### config.mk
export PLATFORM = sky130hd
export DESIGN_NAME = bchan_mask_port
export DESIGN_NICKNAME = d
export VERILOG_FILES = /design/src/rtl/bport_pkg.sv /design/src/rtl/bport_seq.sv /design/src/rtl/bport_tx.sv /design/src/rtl/bport_rx.sv /design/src/rtl/bchan_mask_port.sv
export SDC_FILE = /design/constraint.sdc
export NUM_CORES = 1
export LEC_CHECK = 0
export ABC_AREA = 1
export BUFFER_PORTS_ARGS = -buffer_cell sky130_fd_sc_hd__buf_2
export CAP_MARGIN = 15
export CORE_ASPECT_RATIO = 1.2
export CORE_MARGIN = 2
export CORE_UTILIZATION = 61
export CTS_CLUSTER_DIAMETER = 30
export DETAILED_ROUTE_END_ITERATION = 8
export GPL_ROUTABILITY_DRIVEN = 0
export GPL_TIMING_DRIVEN = 1
export HOLD_SLACK_MARGIN = 0.05
export PLACE_DENSITY = 0.84
export SLEW_MARGIN = 20
export SYNTH_ARGS = -nofsm -noshare
export SYNTH_HDL_FRONTEND = slang
export SYNTH_HIERARCHICAL = 1
export SYNTH_SLANG_ARGS = --single-unit
### constraint.sdc
create_clock -name clk -period 7.4 [get_ports clk]
set_input_delay 1.11 -clock clk [delete_from_list [all_inputs] [get_ports clk]]
set_output_delay 1.11 -clock clk [all_outputs]
set_load 0.02 [all_outputs]
### src/rtl/bport_pkg.sv
package bport_pkg;
    typedef enum logic [1:0] {
        ST_IDLE = 2'd0,
        ST_B1   = 2'd1,
        ST_B2   = 2'd2,
        ST_TAIL = 2'd3
    } bp_state_t;
endpackage

### src/rtl/bport_seq.sv
// Frame position sequencer: tracks which B channel and bit index each tick is.
module bport_seq
    import bport_pkg::*;
#(
    parameter int B_BITS = 8,
    localparam int CNT_W = (B_BITS > 1) ? $clog2(B_BITS) : 1
) (
    input  logic             clk,
    input  logic             rst_n,
    input  logic             bit_tick,
    input  logic             fsync,
    output bp_state_t        slot_st,
    output logic [CNT_W-1:0] slot_idx,
    output logic             slot_first,
    output logic             slot_last,
    output bp_state_t        state_q
);
    localparam logic [CNT_W-1:0] LAST = CNT_W'(B_BITS - 1);

    bp_state_t        st_q, st_nx;
    logic [CNT_W-1:0] cnt_q, cnt_nx;

    // state register
    always_ff @(posedge clk or negedge rst_n) begin
        if (!rst_n) begin
            st_q  <= ST_IDLE;
            cnt_q <= '0;
        end else begin
            st_q  <= st_nx;
            cnt_q <= cnt_nx;
        end
    end

    // next state: the slot a tick belongs to
    always_comb begin
        st_nx  = st_q;
        cnt_nx = cnt_q;
        if (bit_tick) begin
            if (fsync) begin
                st_nx  = ST_B1;
                cnt_nx = '0;
            end else begin
                unique case (st_q)
                    ST_IDLE: st_nx = ST_IDLE;
                    ST_B1: begin
                        if (cnt_q == LAST) begin
                            st_nx  = ST_B2;
                            cnt_nx = '0;
                        end else begin
                            cnt_nx = cnt_q + CNT_W'(1);
                        end
                    end
                    ST_B2: begin
                        if (cnt_q == LAST) begin
                            st_nx  = ST_TAIL;
                            cnt_nx = '0;
                        end else begin
                            cnt_nx = cnt_q + CNT_W'(1);
                        end
                    end
                    ST_TAIL: st_nx = ST_TAIL;
                endcase
            end
        end
    end

    // outputs
    always_comb begin
        slot_st    = st_nx;
        slot_idx   = cnt_nx;
        slot_first = (cnt_nx == '0);
        slot_last  = (cnt_nx == LAST);
        state_q    = st_q;
    end

    assert_b2_follows_b1_R1: assert property (@(posedge clk) disable iff (!rst_n)
        (st_q == ST_B2 && $past(st_q) != ST_B2) |->
            ($past(st_q) == ST_B1 && $past(cnt_q) == LAST));

    assert_hold_without_tick_R1: assert property (@(posedge clk) disable iff (!rst_n)
        !bit_tick |=> ($stable(st_q) && $stable(cnt_q)));
endmodule

### src/rtl/bport_tx.sv
// Open-drain transmit: drive only enabled B bit positions.
module bport_tx
    import bport_pkg::*;
#(
    parameter int B_BITS = 8,
    localparam int CNT_W = (B_BITS > 1) ? $clog2(B_BITS) : 1
) (
    input  logic              clk,
    input  logic              rst_n,
    input  logic              bit_tick,
    input  bp_state_t         slot_st,
    input  logic [CNT_W-1:0]  slot_idx,
    input  logic [B_BITS-1:0] mask1,
    input  logic [B_BITS-1:0] mask2,
    input  logic [B_BITS-1:0] data1,
    input  logic [B_BITS-1:0] data2,
    output logic              oe_q,
    output logic              dat_q
);
    logic [CNT_W-1:0] pos;
    logic             en, bit_v;

    always_comb begin
        pos   = CNT_W'(B_BITS - 1) - slot_idx;
        en    = 1'b0;
        bit_v = 1'b1;
        unique case (slot_st)
            ST_B1: begin
                en    = mask1[pos];
                bit_v = data1[pos];
            end
            ST_B2: begin
                en    = mask2[pos];
                bit_v = data2[pos];
            end
            default: begin
                en    = 1'b0;
                bit_v = 1'b1;
            end
        endcase
    end

    always_ff @(posedge clk or negedge rst_n) begin
        if (!rst_n) begin
            oe_q  <= 1'b0;
            dat_q <= 1'b1;
        end else if (bit_tick) begin
            oe_q  <= en;
            dat_q <= en ? bit_v : 1'b1;
        end
    end

    assert_released_outside_b_R5: assert property (@(posedge clk) disable iff (!rst_n)
        (bit_tick && (slot_st == ST_TAIL || slot_st == ST_IDLE)) |=> (!oe_q && dat_q));
endmodule

### src/rtl/bport_rx.sv
// Receive packer: shift in enabled bits, strobe per channel or per frame.
module bport_rx
    import bport_pkg::*;
#(
    parameter int B_BITS = 8,
    localparam int CNT_W = (B_BITS > 1) ? $clog2(B_BITS) : 1,
    localparam int W2    = 2 * B_BITS,
    localparam int NW    = $clog2(W2 + 1)
) (
    input  logic              clk,
    input  logic              rst_n,
    input  logic              bit_tick,
    input  bp_state_t         slot_st,
    input  logic [CNT_W-1:0]  slot_idx,
    input  logic              slot_first,
    input  logic              slot_last,
    input  logic [B_BITS-1:0] mask1,
    input  logic [B_BITS-1:0] mask2,
    input  logic              cat,
    input  logic              rxd,
    output logic [B_BITS-1:0] b1_data,
    output logic              b1_vld,
    output logic [B_BITS-1:0] b2_data,
    output logic              b2_vld,
    output logic [W2-1:0]     cat_data,
    output logic              cat_vld
);
    logic [W2-1:0]    acc_q, acc_base, acc_nx;
    logic [NW-1:0]    n_q, n_base, n_nx;
    logic [CNT_W-1:0] pos;
    logic             in_b, take, restart;

    always_comb begin
        pos      = CNT_W'(B_BITS - 1) - slot_idx;
        in_b     = (slot_st == ST_B1) || (slot_st == ST_B2);
        take     = bit_tick && ((slot_st == ST_B1 && mask1[pos]) ||
                                (slot_st == ST_B2 && mask2[pos]));
        restart  = slot_first && ((slot_st == ST_B1) || (slot_st == ST_B2 && !cat));
        acc_base = restart ? '0 : acc_q;
        n_base   = restart ? '0 : n_q;
        acc_nx   = take ? {acc_base[W2-2:0], rxd} : acc_base;
        n_nx     = n_base + NW'(take);
    end

    always_ff @(posedge clk or negedge rst_n) begin
        if (!rst_n) begin
            acc_q    <= '0;
            n_q      <= '0;
            b1_data  <= '0;
            b2_data  <= '0;
            cat_data <= '0;
            b1_vld   <= 1'b0;
            b2_vld   <= 1'b0;
            cat_vld  <= 1'b0;
        end else begin
            b1_vld  <= 1'b0;
            b2_vld  <= 1'b0;
            cat_vld <= 1'b0;
            if (bit_tick && in_b) begin
                acc_q <= acc_nx;
                n_q   <= n_nx;
                if (slot_last && n_nx != '0) begin
                    if (slot_st == ST_B1 && !cat) begin
                        b1_data <= acc_nx[B_BITS-1:0];
                        b1_vld  <= 1'b1;
                    end else if (slot_st == ST_B2 && !cat) begin
                        b2_data <= acc_nx[B_BITS-1:0];
                        b2_vld  <= 1'b1;
                    end else if (slot_st == ST_B2 && cat) begin
                        cat_data <= acc_nx;
                        cat_vld  <= 1'b1;
                    end
                end
            end
        end
    end

    assert_single_strobe_R6: assert property (@(posedge clk) disable iff (!rst_n)
        $onehot0({b1_vld, b2_vld, cat_vld}));

    assert_cat_strobe_mode_R6: assert property (@(posedge clk) disable iff (!rst_n)
        cat_vld |-> $past(cat));

    assert_b1_strobe_timing_R3: assert property (@(posedge clk) disable iff (!rst_n)
        b1_vld |-> $past(bit_tick && slot_st == ST_B1 && slot_last && !cat));

    assert_count_bound_R2: assert property (@(posedge clk) disable iff (!rst_n)
        n_q <= NW'(W2));
endmodule

### src/rtl/bchan_mask_port.sv
// Top: latches frame configuration on frame sync and joins the slices.
module bchan_mask_port
    import bport_pkg::*;
#(
    parameter int B_BITS = 8,
    localparam int CNT_W = (B_BITS > 1) ? $clog2(B_BITS) : 1,
    localparam int W2    = 2 * B_BITS
) (
    input  logic              clk,
    input  logic              rst_n,
    input  logic              bit_tick,
    input  logic              fsync,
    input  logic              rxd,
    input  logic              concat,
    input  logic [B_BITS-1:0] mask_b1,
    input  logic [B_BITS-1:0] mask_b2,
    input  logic [B_BITS-1:0] tx_b1,
    input  logic [B_BITS-1:0] tx_b2,
    output logic              txd_oe,
    output logic              txd_data,
    output logic [B_BITS-1:0] rx_b1_data,
    output logic              rx_b1_vld,
    output logic [B_BITS-1:0] rx_b2_data,
    output logic              rx_b2_vld,
    output logic [W2-1:0]     rx_cat_data,
    output logic              rx_cat_vld
);
    logic [B_BITS-1:0] m1_q, m2_q, t1_q, t2_q;
    logic [B_BITS-1:0] m1_use, m2_use, t1_use, t2_use;
    logic              cat_q, cat_use, frame_start;
    bp_state_t         slot_st, st_q;
    logic [CNT_W-1:0]  slot_idx;
    logic              slot_first, slot_last;

    assign frame_start = bit_tick && fsync;

    always_ff @(posedge clk or negedge rst_n) begin
        if (!rst_n) begin
            m1_q  <= '0;
            m2_q  <= '0;
            t1_q  <= '0;
            t2_q  <= '0;
            cat_q <= 1'b0;
        end else if (frame_start) begin
            m1_q  <= mask_b1;
            m2_q  <= mask_b2;
            t1_q  <= tx_b1;
            t2_q  <= tx_b2;
            cat_q <= concat;
        end
    end

    // the frame-sync tick itself uses the fresh inputs
    always_comb begin
        m1_use  = frame_start ? mask_b1 : m1_q;
        m2_use  = frame_start ? mask_b2 : m2_q;
        t1_use  = frame_start ? tx_b1   : t1_q;
        t2_use  = frame_start ? tx_b2   : t2_q;
        cat_use = frame_start ? concat  : cat_q;
    end

    bport_seq #(.B_BITS(B_BITS)) u_seq (
        .clk(clk), .rst_n(rst_n), .bit_tick(bit_tick), .fsync(fsync),
        .slot_st(slot_st), .slot_idx(slot_idx), .slot_first(slot_first),
        .slot_last(slot_last), .state_q(st_q)
    );

    bport_tx #(.B_BITS(B_BITS)) u_tx (
        .clk(clk), .rst_n(rst_n), .bit_tick(bit_tick), .slot_st(slot_st),
        .slot_idx(slot_idx), .mask1(m1_use), .mask2(m2_use),
        .data1(t1_use), .data2(t2_use), .oe_q(txd_oe), .dat_q(txd_data)
    );

    bport_rx #(.B_BITS(B_BITS)) u_rx (
        .clk(clk), .rst_n(rst_n), .bit_tick(bit_tick), .slot_st(slot_st),
        .slot_idx(slot_idx), .slot_first(slot_first), .slot_last(slot_last),
        .mask1(m1_use), .mask2(m2_use), .cat(cat_use), .rxd(rxd),
        .b1_data(rx_b1_data), .b1_vld(rx_b1_vld),
        .b2_data(rx_b2_data), .b2_vld(rx_b2_vld),
        .cat_data(rx_cat_data), .cat_vld(rx_cat_vld)
    );

    assert_zero_mask_quiet_R7: assert property (@(posedge clk) disable iff (!rst_n)
        (bit_tick && !fsync && st_q != ST_IDLE && m1_q == '0 && m2_q == '0)
            |=> (!txd_oe && !rx_b1_vld && !rx_b2_vld && !rx_cat_vld));

    assert_idle_silent_R9: assert property (@(posedge clk) disable iff (!rst_n)
        (st_q == ST_IDLE) |-> (!txd_oe && !rx_b1_vld && !rx_b2_vld && !rx_cat_vld));
endmodule

; ---- Word level (Yosys, flattened, before mapping)
; Index checks and enable logic that the tools add are counted.
[classes]
n_bitwise = 2
n_reduce_logical = 21
mux = 40
n_lt_le_gt_ge = 1
eq_ne = 7
addsub = 3
[ops]
columns = cell, n
row1 = $mux 16, 2
row2 = $mux 8, 4
row3 = $mux 1, 18
row4 = $bmux 1 s3, 4
row5 = $mux 3, 4
row6 = $logic_and 1x1->1, 10
row7 = $mux 2, 4
row8 = $pmux 2 s4, 1
row9 = $eq 2x2->1 const B, 3
row10 = $eq 3x3->1 const B, 2
row11 = $add 5x1->5, 1
row12 = $mux 5, 1
row13 = $reduce_and 5->1, 1
row14 = $reduce_bool 5->1, 1
row15 = $eq 2x1->1 const B, 2
row16 = $lt 3x4->1 const B, 1
row17 = $pmux 1 s2, 2
row18 = $reduce_and 4->1, 1
row19 = $add 3x1->3 const B, 1
row20 = $logic_not 3->1, 1
row21 = $logic_or 1x1->1, 3
row22 = $reduce_and 3->1, 1
row23 = $sub 3x3->3 const A, 1
row24 = $logic_not 2->1, 1
row25 = 3 further kinds, 4
[word_totals]
reg_bits = 96
elab_cells = 91
out_inout_bits = 37

; ---- Depth between registers and ports, before layout
; Gate-level depths: netlist (run 1).
[logic_depth]
depth_word = 16
depth_mapped = 29
depth_no_buf = 26

; ---- Cells and area by module
; The synthesis (run 1) kept the hierarchy.
[by_module_without_submodules]
columns = module, area_each_um2, cells_each, n_inst
row1 = bport_rx, 2989.1, 401, 1
row2 = bchan_mask_port, 1411.4, 144, 1
row3 = bport_tx, 498.0, 98, 1
row4 = bport_seq, 376.6, 50, 1

; ---- Worst setup path after synthesis (run 1)
; OpenSTA, ideal clock, no wires.
[synth_timing]
kind = input -> register
start = input port bit_tick
end = register u_rx.cat_data[7]
required_time_ns = 7.283
path_buffers = 3
t_arrival_ns = 3.684
setup_time_ns = 0.117
stages = 23
setup_slack_ns = 3.600
path_cell_list = nand2_1 > o21ai_1 > nor2_1 > buf_6 > inv_4 > o21ai_0 > nand3_1 > nand3_2 > nand2_4 > nand2_4 > buf_6 > inv_1 > ha_1 > ha_1 > nor2_1 > nand2_1 > nor2_2 > nand2_4 > nand2_8 > nor2_8 > buf_8 > nand2_1 > nand2_1
[synth_via]
elab_chain_cells = 11
[synth_rtl]
columns = element, line_no
row1 = start: declaration, bchan_mask_port.sv:11  ; input logic bit_tick,
row2 = $mux 3 (*), bport_seq.sv:38  ; if (bit_tick) begin
row3 = net slot_idx[0], bchan_mask_port.sv:32  ; logic [CNT_W-1:0] slot_idx;
row4 = $sub 3x3->3, bport_rx.sv:34  ; pos = CNT_W'(B_BITS - 1) - slot_idx;
row5 = $bmux 1 s3 (on tied branches), "bport_rx.sv:36, bport_rx.sv:37"
row6 = $mux 1 (on tied branches), "bport_rx.sv:36, bport_rx.sv:37"
row7 = $logic_and 1x1->1 (on tied branches), "bport_rx.sv:36, bport_rx.sv:37"
row8 = $logic_or 1x1->1, bport_rx.sv:36  ; take = bit_tick && ((slot_st == ST_B1 && mask1[pos]) ||
row9 = $logic_and 1x1->1, bport_rx.sv:36
row10 = $add 5x1->5 (*), bport_rx.sv:42  ; n_nx = n_base + NW'(take);
row11 = net u_rx.n_nx[1], bport_rx.sv:29  ; logic [NW-1:0] n_q, n_base, n_nx;
row12 = $reduce_bool 5->1 (*), bport_rx.sv:62  ; if (slot_last && n_nx != '0) begin
row13 = $logic_and 1x1->1 (*), bport_rx.sv:62
row14 = $reduce_and 5->1 (no source line) (*), -
row15 = end signal: assignment, bport_rx.sv:70  ; cat_data <= acc_nx;
row16 = end: declaration, bport_rx.sv:25  ; output logic [W2-1:0] cat_data,
; The timed path passes the listed nets; every way through them passes the cells marked *. The select of a mux whose other input is x is not followed.
; A chain may end at the register's enable or synchronous reset.

; ---- Final worst setup path (run 1)
[layout_timing]
start = input port bit_tick
end = register u_rx.b1_data[0]
[layout_via]
elab_chain_cells = 11
[layout_rtl]
columns = element, line_no
row1 = $mux 3 (*), bport_seq.sv:38
row2 = net slot_idx[0], bchan_mask_port.sv:32
row3 = $sub 3x3->3, bport_rx.sv:34
row4 = $bmux 1 s3 (on tied branches), "bport_rx.sv:36, bport_rx.sv:37"
row5 = $mux 1 (on tied branches), "bport_rx.sv:36, bport_rx.sv:37"
row6 = $logic_and 1x1->1 (on tied branches), "bport_rx.sv:36, bport_rx.sv:37"
row7 = $logic_or 1x1->1, bport_rx.sv:36
row8 = $logic_and 1x1->1, bport_rx.sv:36
row9 = $add 5x1->5, bport_rx.sv:42
row10 = $reduce_bool 5->1, bport_rx.sv:62
row11 = $logic_and 1x1->1, bport_rx.sv:62
row12 = $reduce_and 3->1 (no source line), -
row13 = end signal: assignment, bport_rx.sv:64  ; b1_data <= acc_nx[B_BITS-1:0];
row14 = end: declaration, bport_rx.sv:21  ; output logic [B_BITS-1:0] b1_data,
; Marks and branches as above.

==> flow_summary.json, run 1 <==
{
  "fin_worst_skew_ps": 14.24,
  "postLayoutCellArea_sq_um": 5731,
  "period_needed_ps": 4781,
  "layout-area-overhead-vs-synth_pct": 8.634,
  "cts_made_buffers": 9,
  "grt_max_degree": 65,
  "synth-main-ff-cell": "dfrtp_1",
  "post-route-util": 0.6764,
  "fp-row-count": 37,
  "cpPeakStageDelay_ps": 540,
  "maxCapViolCount": 0,
  "p_per_area_nw_per_um2": 328.9,
  "drc": 0,
  "drtPass1Iterations": 7,
  "reg2reg_to": "u_rx/b1_data[0]",
  "htree_num_levels": 3,
  "avgRoutedWirePerCell_um": 13.37,
  "peakVddDrop_mv": 0.2203,
  "routed_wl_mm": 11.70,
  "clkSlewWorstSetupHoldPaths_ps": 90,
  "synth_edf_count": 0,
  "viasPerCell": 5.231,
  "min_to": "t1_q[6]",
  "power.static_leakage_nw": 3.345,
  "post-cts-setup-buffers": 0,
  "rsz0062_at_grt": "false",
  "insertion_delay_ps": 370,
  "die_w_um": 88.89,
  "final_cells": 875,
  "clock-sinks": 96,
  "dr_total_vias": 4577,
  "async_reset_ff_frac": 1.000,
  "most-common-layout-cells": "nand2_1 (302), dfrtp_1 (95), nand3_1 (80), buf_2 (73), inv_1 (58)",
  "grt_pass1_vias": 4354,
  "synth_area_sq_um": 5275,
  "tightest_slew_ps": 792.4,
  "min-delay-start": "t1_q[6]",
  "cp-start-kind": "input port",
  "drt.antenna.violating_nets": 0,
  "cp_top_family": "simple AND/OR/NAND/NOR gates",
  "worst_hold_slack_ps": 482.7,
  "fin_ws_ps": 2619,
  "slew_headroom": 0.4718,
  "die_h_um": 105.9,
  "dpl_cell_area_sq_um": 5548,
  "cpMostUsedCell": "nand2_1",
  "p_total_mw": 1.885,
  "slew_viol_final": 0,
  "final_layout_size_suffix_gt1_frac": 0.1794,
  "path_buf_inv": 5,
  "syn_nets": 743,
  "synth.distinct_cells": 31,
  "r2r-start": "u_seq/state_q[1]",
  "finalHoldViolCount": 0,
  "cp_max_fo": 61,
  "crit_required_ps": 7660,
  "dp_cells": 859,
  "cts-resized-gates": 0,
  "grt_antenna_before_repair": 0,
  "tns_ps": 0,
  "startpoint": "bit_tick",
  "synth_top_cell_area_share": 0.4507,
  "dieArea_sq_um": 9411,
  "hold_depth": 2,
  "start_util": 0.6227,
  "ys_seq_area_frac": 0.4556,
  "grt_overflow": 0,
  "post-route-period-util": 0.6461,
  "clock-root-buffer": "clkbuf_8",
  "finalSetupViolations": 0,
  "layout_commonest_cell": "nand2_1",
  "core_area_sq_um": 8472,
  "numPortBuffers": 74,
  "syn_inst": 693,
  "drt_first_iter_violations": 296,
  "hold_path.class": "reg2reg",
  "max_freq_mhz": 209.2,
  "cp_slowest_cell": "nor2_4",
  "status": "completed",
  "criticalPathCategory": "in2reg",
  "rrSetupSlack_ps": 3230,
  "critical_path.endpoint_type": "flip-flop",
  "ios": 75,
  "pre_cts_slack_ps": 1936,
  "synth_top_cell_by_area": "dfrtp_1",
  "reg2reg_depth": 25,
  "clk_path_buf_depth": 2,
  "cts_tree": "built",
  "final_nets": 803,
  "synth_area_leaders": "dfrtp_1 (45%), nand2_1 (21%), nand3_1 (7.6%), inv_1 (4.1%), nor2_1 (3.6%)",
  "synth.avg_cell_area_sq_um": 7.612,
  "grtUsageTotal": 0.2585,
  "hold_buffers": 0,
  "grt_pass1_wl_mm": 19.13,
  "post-dp-hpwl_mm": 8.189,
  "yosys_warnings": 6,
  "diodes": 0,
  "crit_arrival_ps": 5040,
  "synth-seq-cells": 96
}
==> sequential cells by signal, indices dropped and copies added (netlist names) <==
name,flops
t2_q,8
u_rx/n_q,5
u_tx/oe_q,1
u_rx/b1_vld,1
u_rx/cat_vld,1
cat_q,1
u_rx/b2_vld,1
m2_q,8
t1_q,8
u_rx/b1_data,8
u_rx/acc_q,16
u_seq/state_q,2
u_seq/cnt_q,3
m1_q,8
u_tx/dat_q,1
u_rx/cat_data,16
u_rx/b2_data,8
==> layout make-up <==
type	instances	area, sq um
timing repair buffer	76	387.9
multi-input combinational	507	2371
fill	722	2741
clock inverter	6	50.05
sequential	96	2404
tap	117	146.4
clock buffer	10	127.6
inverter	63	244.0
==> worst max-delay path by stage <==
stage                                   to  slack [ps]  cells past startpoint
after floorplan           u_rx/cat_data[7]        3600                     23
after global placement     u_rx/b1_data[4]        2130                     24
after detailed placement   u_rx/b1_data[6]        1940                     25
after CTS                  u_rx/b1_data[0]        2310                     25
after global routing       u_rx/b1_data[0]        2250                     25
final                      u_rx/b1_data[0]        2620                     25
==> cells in the mapped netlist (2+ instances only) <==
cell type,count
nor2_1,51
nand3_2,3
nand2_4,4
nor2_8,2
nand2_8,2
inv_2,2
nand2_2,21
o21ai_0,8
buf_6,16
buf_2,4
nand3b_1,2
inv_1,58
o21ai_1,8
buf_8,3
ha_1,12
nand4_1,2
nor2_4,3
clkbuf_1,3
nor2_2,3
nand3_1,80
nand2_1,302
dfrtp_1,95
==> worst register-to-register path, delay by kind of cell, from the launching register on <==
kind	cells	cell delay, ps
flip-flops	1	390
adder cells (fa/ha/maj)	3	800
buffers and inverters	4	370
AND/OR/NAND/NOR	18	2510
==> cell families (layout without fill, tap and decap cells) <==
family	Yosys count	after routing	synth area share
AND/OR/NAND/NOR	477	477	0.4018
flip-flops	96	96	0.4556
buffers and inverters	90	155	0.09630
AO/OA/AOI/OAI	18	18	0.01779
adder cells (fa/ha/maj)	12	12	0.02846
==> power breakdown <==
group          switching [mW]  internal [mW]  total, mW  leakage (nW)
clock                   0.189          0.127      0.316        0.0892
sequential             0.0568          0.621      0.678          1.26
combinational           0.626          0.266      0.891          1.99
total                   0.871           1.01       1.88          3.35
==> routing by layer <==
metal / global-route usage / share of wire
met2: 0.4467 / 0.52
met5: 0 / 0
met3: 0.04542 / 0.044
met4: 0.1061 / 0.020
met1: 0.3118 / 0.41
Note: power is estimated with default switching activity, not from simulation.
==> inputs of run 2 (changes only) <==
--- a/config.mk
+++ b/config.mk
@@ -10,13 +10,13 @@
 export CAP_MARGIN = 15
 export CORE_ASPECT_RATIO = 1.2
 export CORE_MARGIN = 2
-export CORE_UTILIZATION = 61
+export CORE_UTILIZATION = 58
 export CTS_CLUSTER_DIAMETER = 30
 export DETAILED_ROUTE_END_ITERATION = 8
 export GPL_ROUTABILITY_DRIVEN = 0
 export GPL_TIMING_DRIVEN = 1
 export HOLD_SLACK_MARGIN = 0.05
-export PLACE_DENSITY = 0.84
+export PLACE_DENSITY = 0.81
 export SLEW_MARGIN = 20
 export SYNTH_ARGS = -nofsm -noshare
 export SYNTH_HDL_FRONTEND = slang
==> constraint.sdc (replaced) <==
create_clock -name clk -period 4.9 [get_ports clk]
set_input_delay 0.735 -clock clk [delete_from_list [all_inputs] [get_ports clk]]
set_output_delay 0.735 -clock clk [all_outputs]
set_load 0.02 [all_outputs]
==> flow_summary.json, run 2 (synthesis results as in run 1) <==
{
  "dr_total_vias": 4611,
  "clock-root-buffer": "clkbuf_8",
  "hold_path.class": "in2async",
  "criticalPathCategory": "in2reg",
  "crit_path_cell_trace": "buf_2 > nand2_2 > nor2_1 > nor2_1 > nor2_2 > inv_4 > o21ai_0 > nand3_1 > nand3_2 > nand2_4 > nand2_4 > inv_1 > ha_1 > ha_1 > inv_1 > nand3_1 > nand2_1 > nor2_2 > nand2_4 > nand3_1 > nand2_1 > nand2_1",
  "status": "completed",
  "grt_overflow": 0,
  "cp_top_family": "simple AND/OR/NAND/NOR gates",
  "drc": 0,
  "clock-sinks": 96,
  "die_w_um": 91.06,
  "core_area_sq_um": 8939,
  "insertion_delay_ps": 370,
  "grt_max_degree": 54,
  "drt_first_iter_violations": 236,
  "most-common-layout-cells": "nand2_1 (302), dfrtp_1 (95), nand3_1 (80), buf_2 (73), inv_1 (58)",
  "drt.antenna.violating_nets": 0,
  "numPortBuffers": 74,
  "avgRoutedWirePerCell_um": 13.69,
  "p_total_mw": 2.891,
  "layout_commonest_cell": "nand2_1",
  "peakVddDrop_mv": 0.2421,
  "register_area_sq_um": 2404,
  "rrSetupSlack_ps": 780,
  "routed_wl_mm": 12.09,
  "r2r-start": "u_seq/state_q[1]",
  "die_h_um": 108.5,
  "grt_antenna_before_repair": 0,
  "ios": 75,
  "final_nets": 808,
  "max_freq_mhz": 242.7,
  "critical_path.endpoint_type": "flip-flop",
  "post-cts-setup-buffers": 0,
  "maxCapViolCount": 0,
  "grtUsageMet2": 0.4466,
  "clk_path_buf_depth": 2,
  "finalHoldViolCount": 0,
  "reg2reg_depth": 23,
  "power.static_leakage_nw": 3.374,
  "grt_pass1_vias": 4446,
  "period_needed_ps": 4120,
  "tightest_slew_ps": 768.6,
  "post-route-util": 0.6466,
  "fp-row-count": 38,
  "tns_ps": 0,
  "crit_required_ps": 5170,
  "fin_worst_skew_ps": 11.85,
  "cts_tree": "built",
  "layout-area-overhead-vs-synth_pct": 9.559,
  "post-route-period-util": 0.8409,
  "path_buf_inv": 4,
  "final_cells": 883,
  "start_util": 0.5901,
  "reg_top3": "u_rx/acc_q x16, u_rx/cat_data x16",
  "grt_use_met1": 0.3058,
  "grtUsageTotal": 0.2536,
  "drtPass1Iterations": 7,
  "final_layout_size_suffix_gt1_frac": 0.1861,
  "hold_buffers": 0,
  "slew_viol_final": 0,
  "grtUsageMet3": 0.04181,
  "busiest_layer": "met2",
  "cp_max_fo": 26,
  "dieArea_sq_um": 9877,
  "cp_slowest_cell": "nor2_2",
  "dp_cells": 867,
  "slew_headroom": 0.4870,
  "diodes": 0,
  "viasPerCell": 5.222,
  "cts-resized-gates": 0,
  "reg2reg_to": "u_rx/b1_data[2]",
  "post-dp-hpwl_mm": 8.593,
  "clkSlewWorstSetupHoldPaths_ps": 100,
  "p_per_area_nw_per_um2": 500.2,
  "htree_num_levels": 3,
  "pre_cts_slack_ps": 472.3,
  "rsz0062_at_grt": "false",
  "grt_pass1_wl_mm": 20.11,
  "multi_input_area_sq_um": 2366,
  "cp-start-kind": "input port",
  "crit_arrival_ps": 4390,
  "fillCellCount": 790,
  "finalSetupViolations": 0,
  "fin_ws_ps": 779.6,
  "cpPeakStageDelay_ps": 590,
  "cts_made_buffers": 9
}
run 2: changes by cell type in the layout (fill, tap and decap cells not counted), sizes merged:
| cell | delta |
|---|---|
| clkbuf | -1 |
| inv | -1 |
| buf | +5 |
| clkinv | +2 |
run 2: final cells by class:
type,instances,area share
Timing Repair Buffer,81,0.07361
Tap cell,120,0.02598
Multi-Input combinational cell,507,0.4094
Clock buffer,9,0.02143
Inverter,63,0.04222
Sequential cell,96,0.4159
Clock inverter,7,0.01147
run 2: worst max path at each step:
stage | slack [ps] | startpoint | depth (start not counted) | to
2_1_floorplan | 1470 | bit_tick | 23 | u_rx/cat_data[7]
3_3_place_gp | 630 | bit_tick | 23 | u_rx/b1_data[6]
3_5_place_dp | 470 | bit_tick | 22 | u_rx/b1_data[7]
4_1_cts | 840 | u_seq/state_q[1] | 23 | u_rx/b1_data[7]
5_1_grt | 350 | u_seq/state_q[1] | 25 | u_rx/b1_data[3]
6_report | 780 | bit_tick | 22 | u_rx/b1_data[2]
run 2: stage by stage:
stage / hold WS (ps) / instance area, sq um
2_1_floorplan: 438.4 / 5275
3_3_place_gp: 454.7 / 5589
3_5_place_dp: 459.5 / 5589
4_1_cts: 418.1 / 5779
5_1_grt: 451.4 / 5779
6_report: 383.1 / 5779
run 2: power breakdown:
part	total [mW]	leakage, nW	switching (mW)	internal [mW]
registers	1.02	1.26	0.0841	0.937
clock network	0.492	0.0945	0.298	0.195
logic	1.38	2.01	0.953	0.424
total	2.89	3.37	1.33	1.56
run 2: per-layer routing:
layer,part of all wire,up-vias
li1,-,2258
met1,0.40,2161
met2,0.52,160
met3,0.050,32
met4,0.028,0
met5,0,-
==> inputs of run 3 (changes only) <==
--- a/config.mk
+++ b/config.mk
@@ -10,13 +10,13 @@
 export CAP_MARGIN = 15
 export CORE_ASPECT_RATIO = 1.2
 export CORE_MARGIN = 2
-export CORE_UTILIZATION = 58
+export CORE_UTILIZATION = 52
 export CTS_CLUSTER_DIAMETER = 30
 export DETAILED_ROUTE_END_ITERATION = 8
 export GPL_ROUTABILITY_DRIVEN = 0
 export GPL_TIMING_DRIVEN = 1
 export HOLD_SLACK_MARGIN = 0.05
-export PLACE_DENSITY = 0.81
+export PLACE_DENSITY = 0.76
 export SLEW_MARGIN = 20
 export SYNTH_ARGS = -nofsm -noshare
 export SYNTH_HDL_FRONTEND = slang
==> constraint.sdc (replaced) <==
create_clock -name clk -period 3.5 [get_ports clk]
set_input_delay 0.525 -clock clk [delete_from_list [all_inputs] [get_ports clk]]
set_output_delay 0.525 -clock clk [all_outputs]
set_load 0.02 [all_outputs]
==> flow_summary.json, run 3 (synthesis results as in run 1) <==
{
  "drtPass1Iterations": 7,
  "path_buf_inv": 5,
  "crit_required_ps": 3790,
  "seq_power_share": 0.297,
  "dp_cells": 883,
  "grt_overflow": 0,
  "viasPerCell": 5.278,
  "cpPeakStageDelay_ps": 400,
  "grt_antenna_before_repair": 0,
  "fp-row-count": 40,
  "routed_wl_mm": 13.09,
  "layout-area-overhead-vs-synth_pct": 19.21,
  "criticalPathCategory": "reg2reg",
  "dieArea_sq_um": 10970,
  "clk_path_buf_depth": 2,
  "htree_num_levels": 3,
  "switching_share": 0.4316,
  "start_util": 0.5296,
  "post-route-util": 0.6314,
  "post-route-period-util": 0.9694,
  "intPower_mw": 2.746,
  "peakVddDrop_mv": 0.4223,
  "drt_first_iter_violations": 365,
  "tightest_slew_ps": 797.6,
  "clock-root-buffer": "clkbuf_16",
  "power.static_leakage_nw": 3.596,
  "avgRoutedWirePerCell_um": 14.26,
  "cp-start-kind": "flip-flop",
  "cts_made_buffers": 9,
  "combPwrFrac": 0.487,
  "cp_slowest_cell": "dfrtp_1",
  "clkSlewWorstSetupHoldPaths_ps": 70,
  "dpl_cell_area_sq_um": 5684,
  "clkPwrFrac": 0.216,
  "p_total_mw": 4.831,
  "fillCellCount": 849,
  "cts_tree": "built",
  "post-dp-hpwl_mm": 8.482,
  "final_layout_size_suffix_gt1_frac": 0.2412,
  "die_h_um": 114.3,
  "hold_path.class": "in2async",
  "max_freq_mhz": 294.7,
  "violations": "DRC",
  "core_area_sq_um": 9960,
  "layout_commonest_cell": "nand2_1",
  "slew_headroom": 0.4683,
  "most-common-layout-cells": "nand2_1 (301), dfrtp_1 (95), nand3_1 (74), buf_2 (73), inv_1 (55)",
  "postLayoutCellArea_sq_um": 6289,
  "status": "complete, but fails checks",
  "ios": 75,
  "crit_arrival_ps": 3680,
  "grt_max_degree": 90,
  "insertion_delay_ps": 350,
  "clock-sinks": 96,
  "p_per_area_nw_per_um2": 768.3,
  "drt.antenna.violating_nets": 0,
  "maxCapViolCount": 0,
  "finalHoldViolCount": 0,
  "diodes": 0,
  "dr_total_vias": 4845,
  "cp_top_family": "simple AND/OR/NAND/NOR gates",
  "finalSetupViolations": 0,
  "grt_pass1_wl_mm": 21.02,
  "die_w_um": 95.95,
  "fin_worst_skew_ps": 7.786,
  "final_nets": 837,
  "critical_path.endpoint_type": "flip-flop",
  "drc": 2,
  "final_cells": 918,
  "cp_max_fo": 8,
  "slew_viol_final": 0,
  "period_needed_ps": 3393,
  "hold_buffers": 0,
  "grtUsageTotal": 0.2424,
  "grt_pass1_vias": 4634,
  "numPortBuffers": 74,
  "reg_top3": "u_rx/acc_q x16, u_rx/cat_data x16",
  "p_sw_mw": 2.085
}
[run 3: cell types whose count changed in the layout (fill, tap and decap cells not counted), moves of 3 or more]
cell       delta
buf_4        +22
clkbuf_16    +10
clkbuf_8      -9
ha_1          -5
ha_4          +3
inv_1         -3
inv_2         +4
nand3_1       -6
nand3_2       +5
[run 3: layout make-up]
| cell class | count | area, sq um | area share |
|---|---|---|---|
| clock buffers | 9 | 225.2 | 0.03581 |
| multi-input cells | 509 | 2489 | 0.3957 |
| clock inverters | 7 | 97.59 | 0.01552 |
| inverters | 63 | 244.0 | 0.03880 |
| well taps | 126 | 157.7 | 0.02507 |
| repair buffers | 108 | 671.9 | 0.1068 |
| flip-flops and latches | 96 | 2404 | 0.3822 |
[run 3: final timing paths]
check                               startpoint              end  slack (ps)  depth (start not counted)
min in group clk                      tx_b1[3]          t1_q[3]         420                          3
max in group asynchronous                rst_n  u_rx/b2_data[4]        2630                          2
worst max register to register  u_seq/cnt_q[0]  u_rx/b1_data[5]         110                         26
worst min-delay path                     rst_n          m1_q[3]         230                          1
worst max-delay path            u_seq/cnt_q[0]  u_rx/b1_data[5]         110                         26
worst min register to register         t2_q[2]          t2_q[2]         480                          2
[run 3: power by group through the flow]
stage                     Clock, mW  Combinational (mW)  Sequential [mW]
after floorplan                   0                1.50             1.47
after global placement            0                1.95             1.44
after detailed placement          0                2.01             1.45
after CTS                      1.06                2.03             1.43
after global routing           1.10                2.62             1.45
final                          1.04                2.35             1.43
[run 3: routing by layer]
| metal | vias to the layer above | track usage | wire length (um) |
|---|---|---|---|
| met2 | 215 | 0.4210 | 6793 |
| met4 | 0 | 0.09714 | 342 |
| met5 | - | 0 | 0 |
| li1 | 2328 | - | - |
| met1 | 2265 | 0.2977 | 5101 |
| met3 | 37 | 0.03950 | 851 |
[run 3: what timing repair did]
item | CTS | global route
resized for setup | 4 | 23
gates cloned | 0 | 3
setup endpoints to repair | 32 | 35
setup buffers | 0 | 16
hold endpoints to repair | 0 | 0
pin swaps | 0 | 13
[run 3: per-stage QoR]
step / worst slack [ps] / hold WS (ps) / TNS (ps)
after floorplan: 86.95 / 229.4 / 0
after global placement: -23.23 / 451.8 / -105.9
after detailed placement: -95.74 / 458.7 / -1165
after CTS: 11.59 / 416.1 / 0
after global routing: -53.45 / 312.1 / -858.1
final: 107.2 / 234.9 / 0
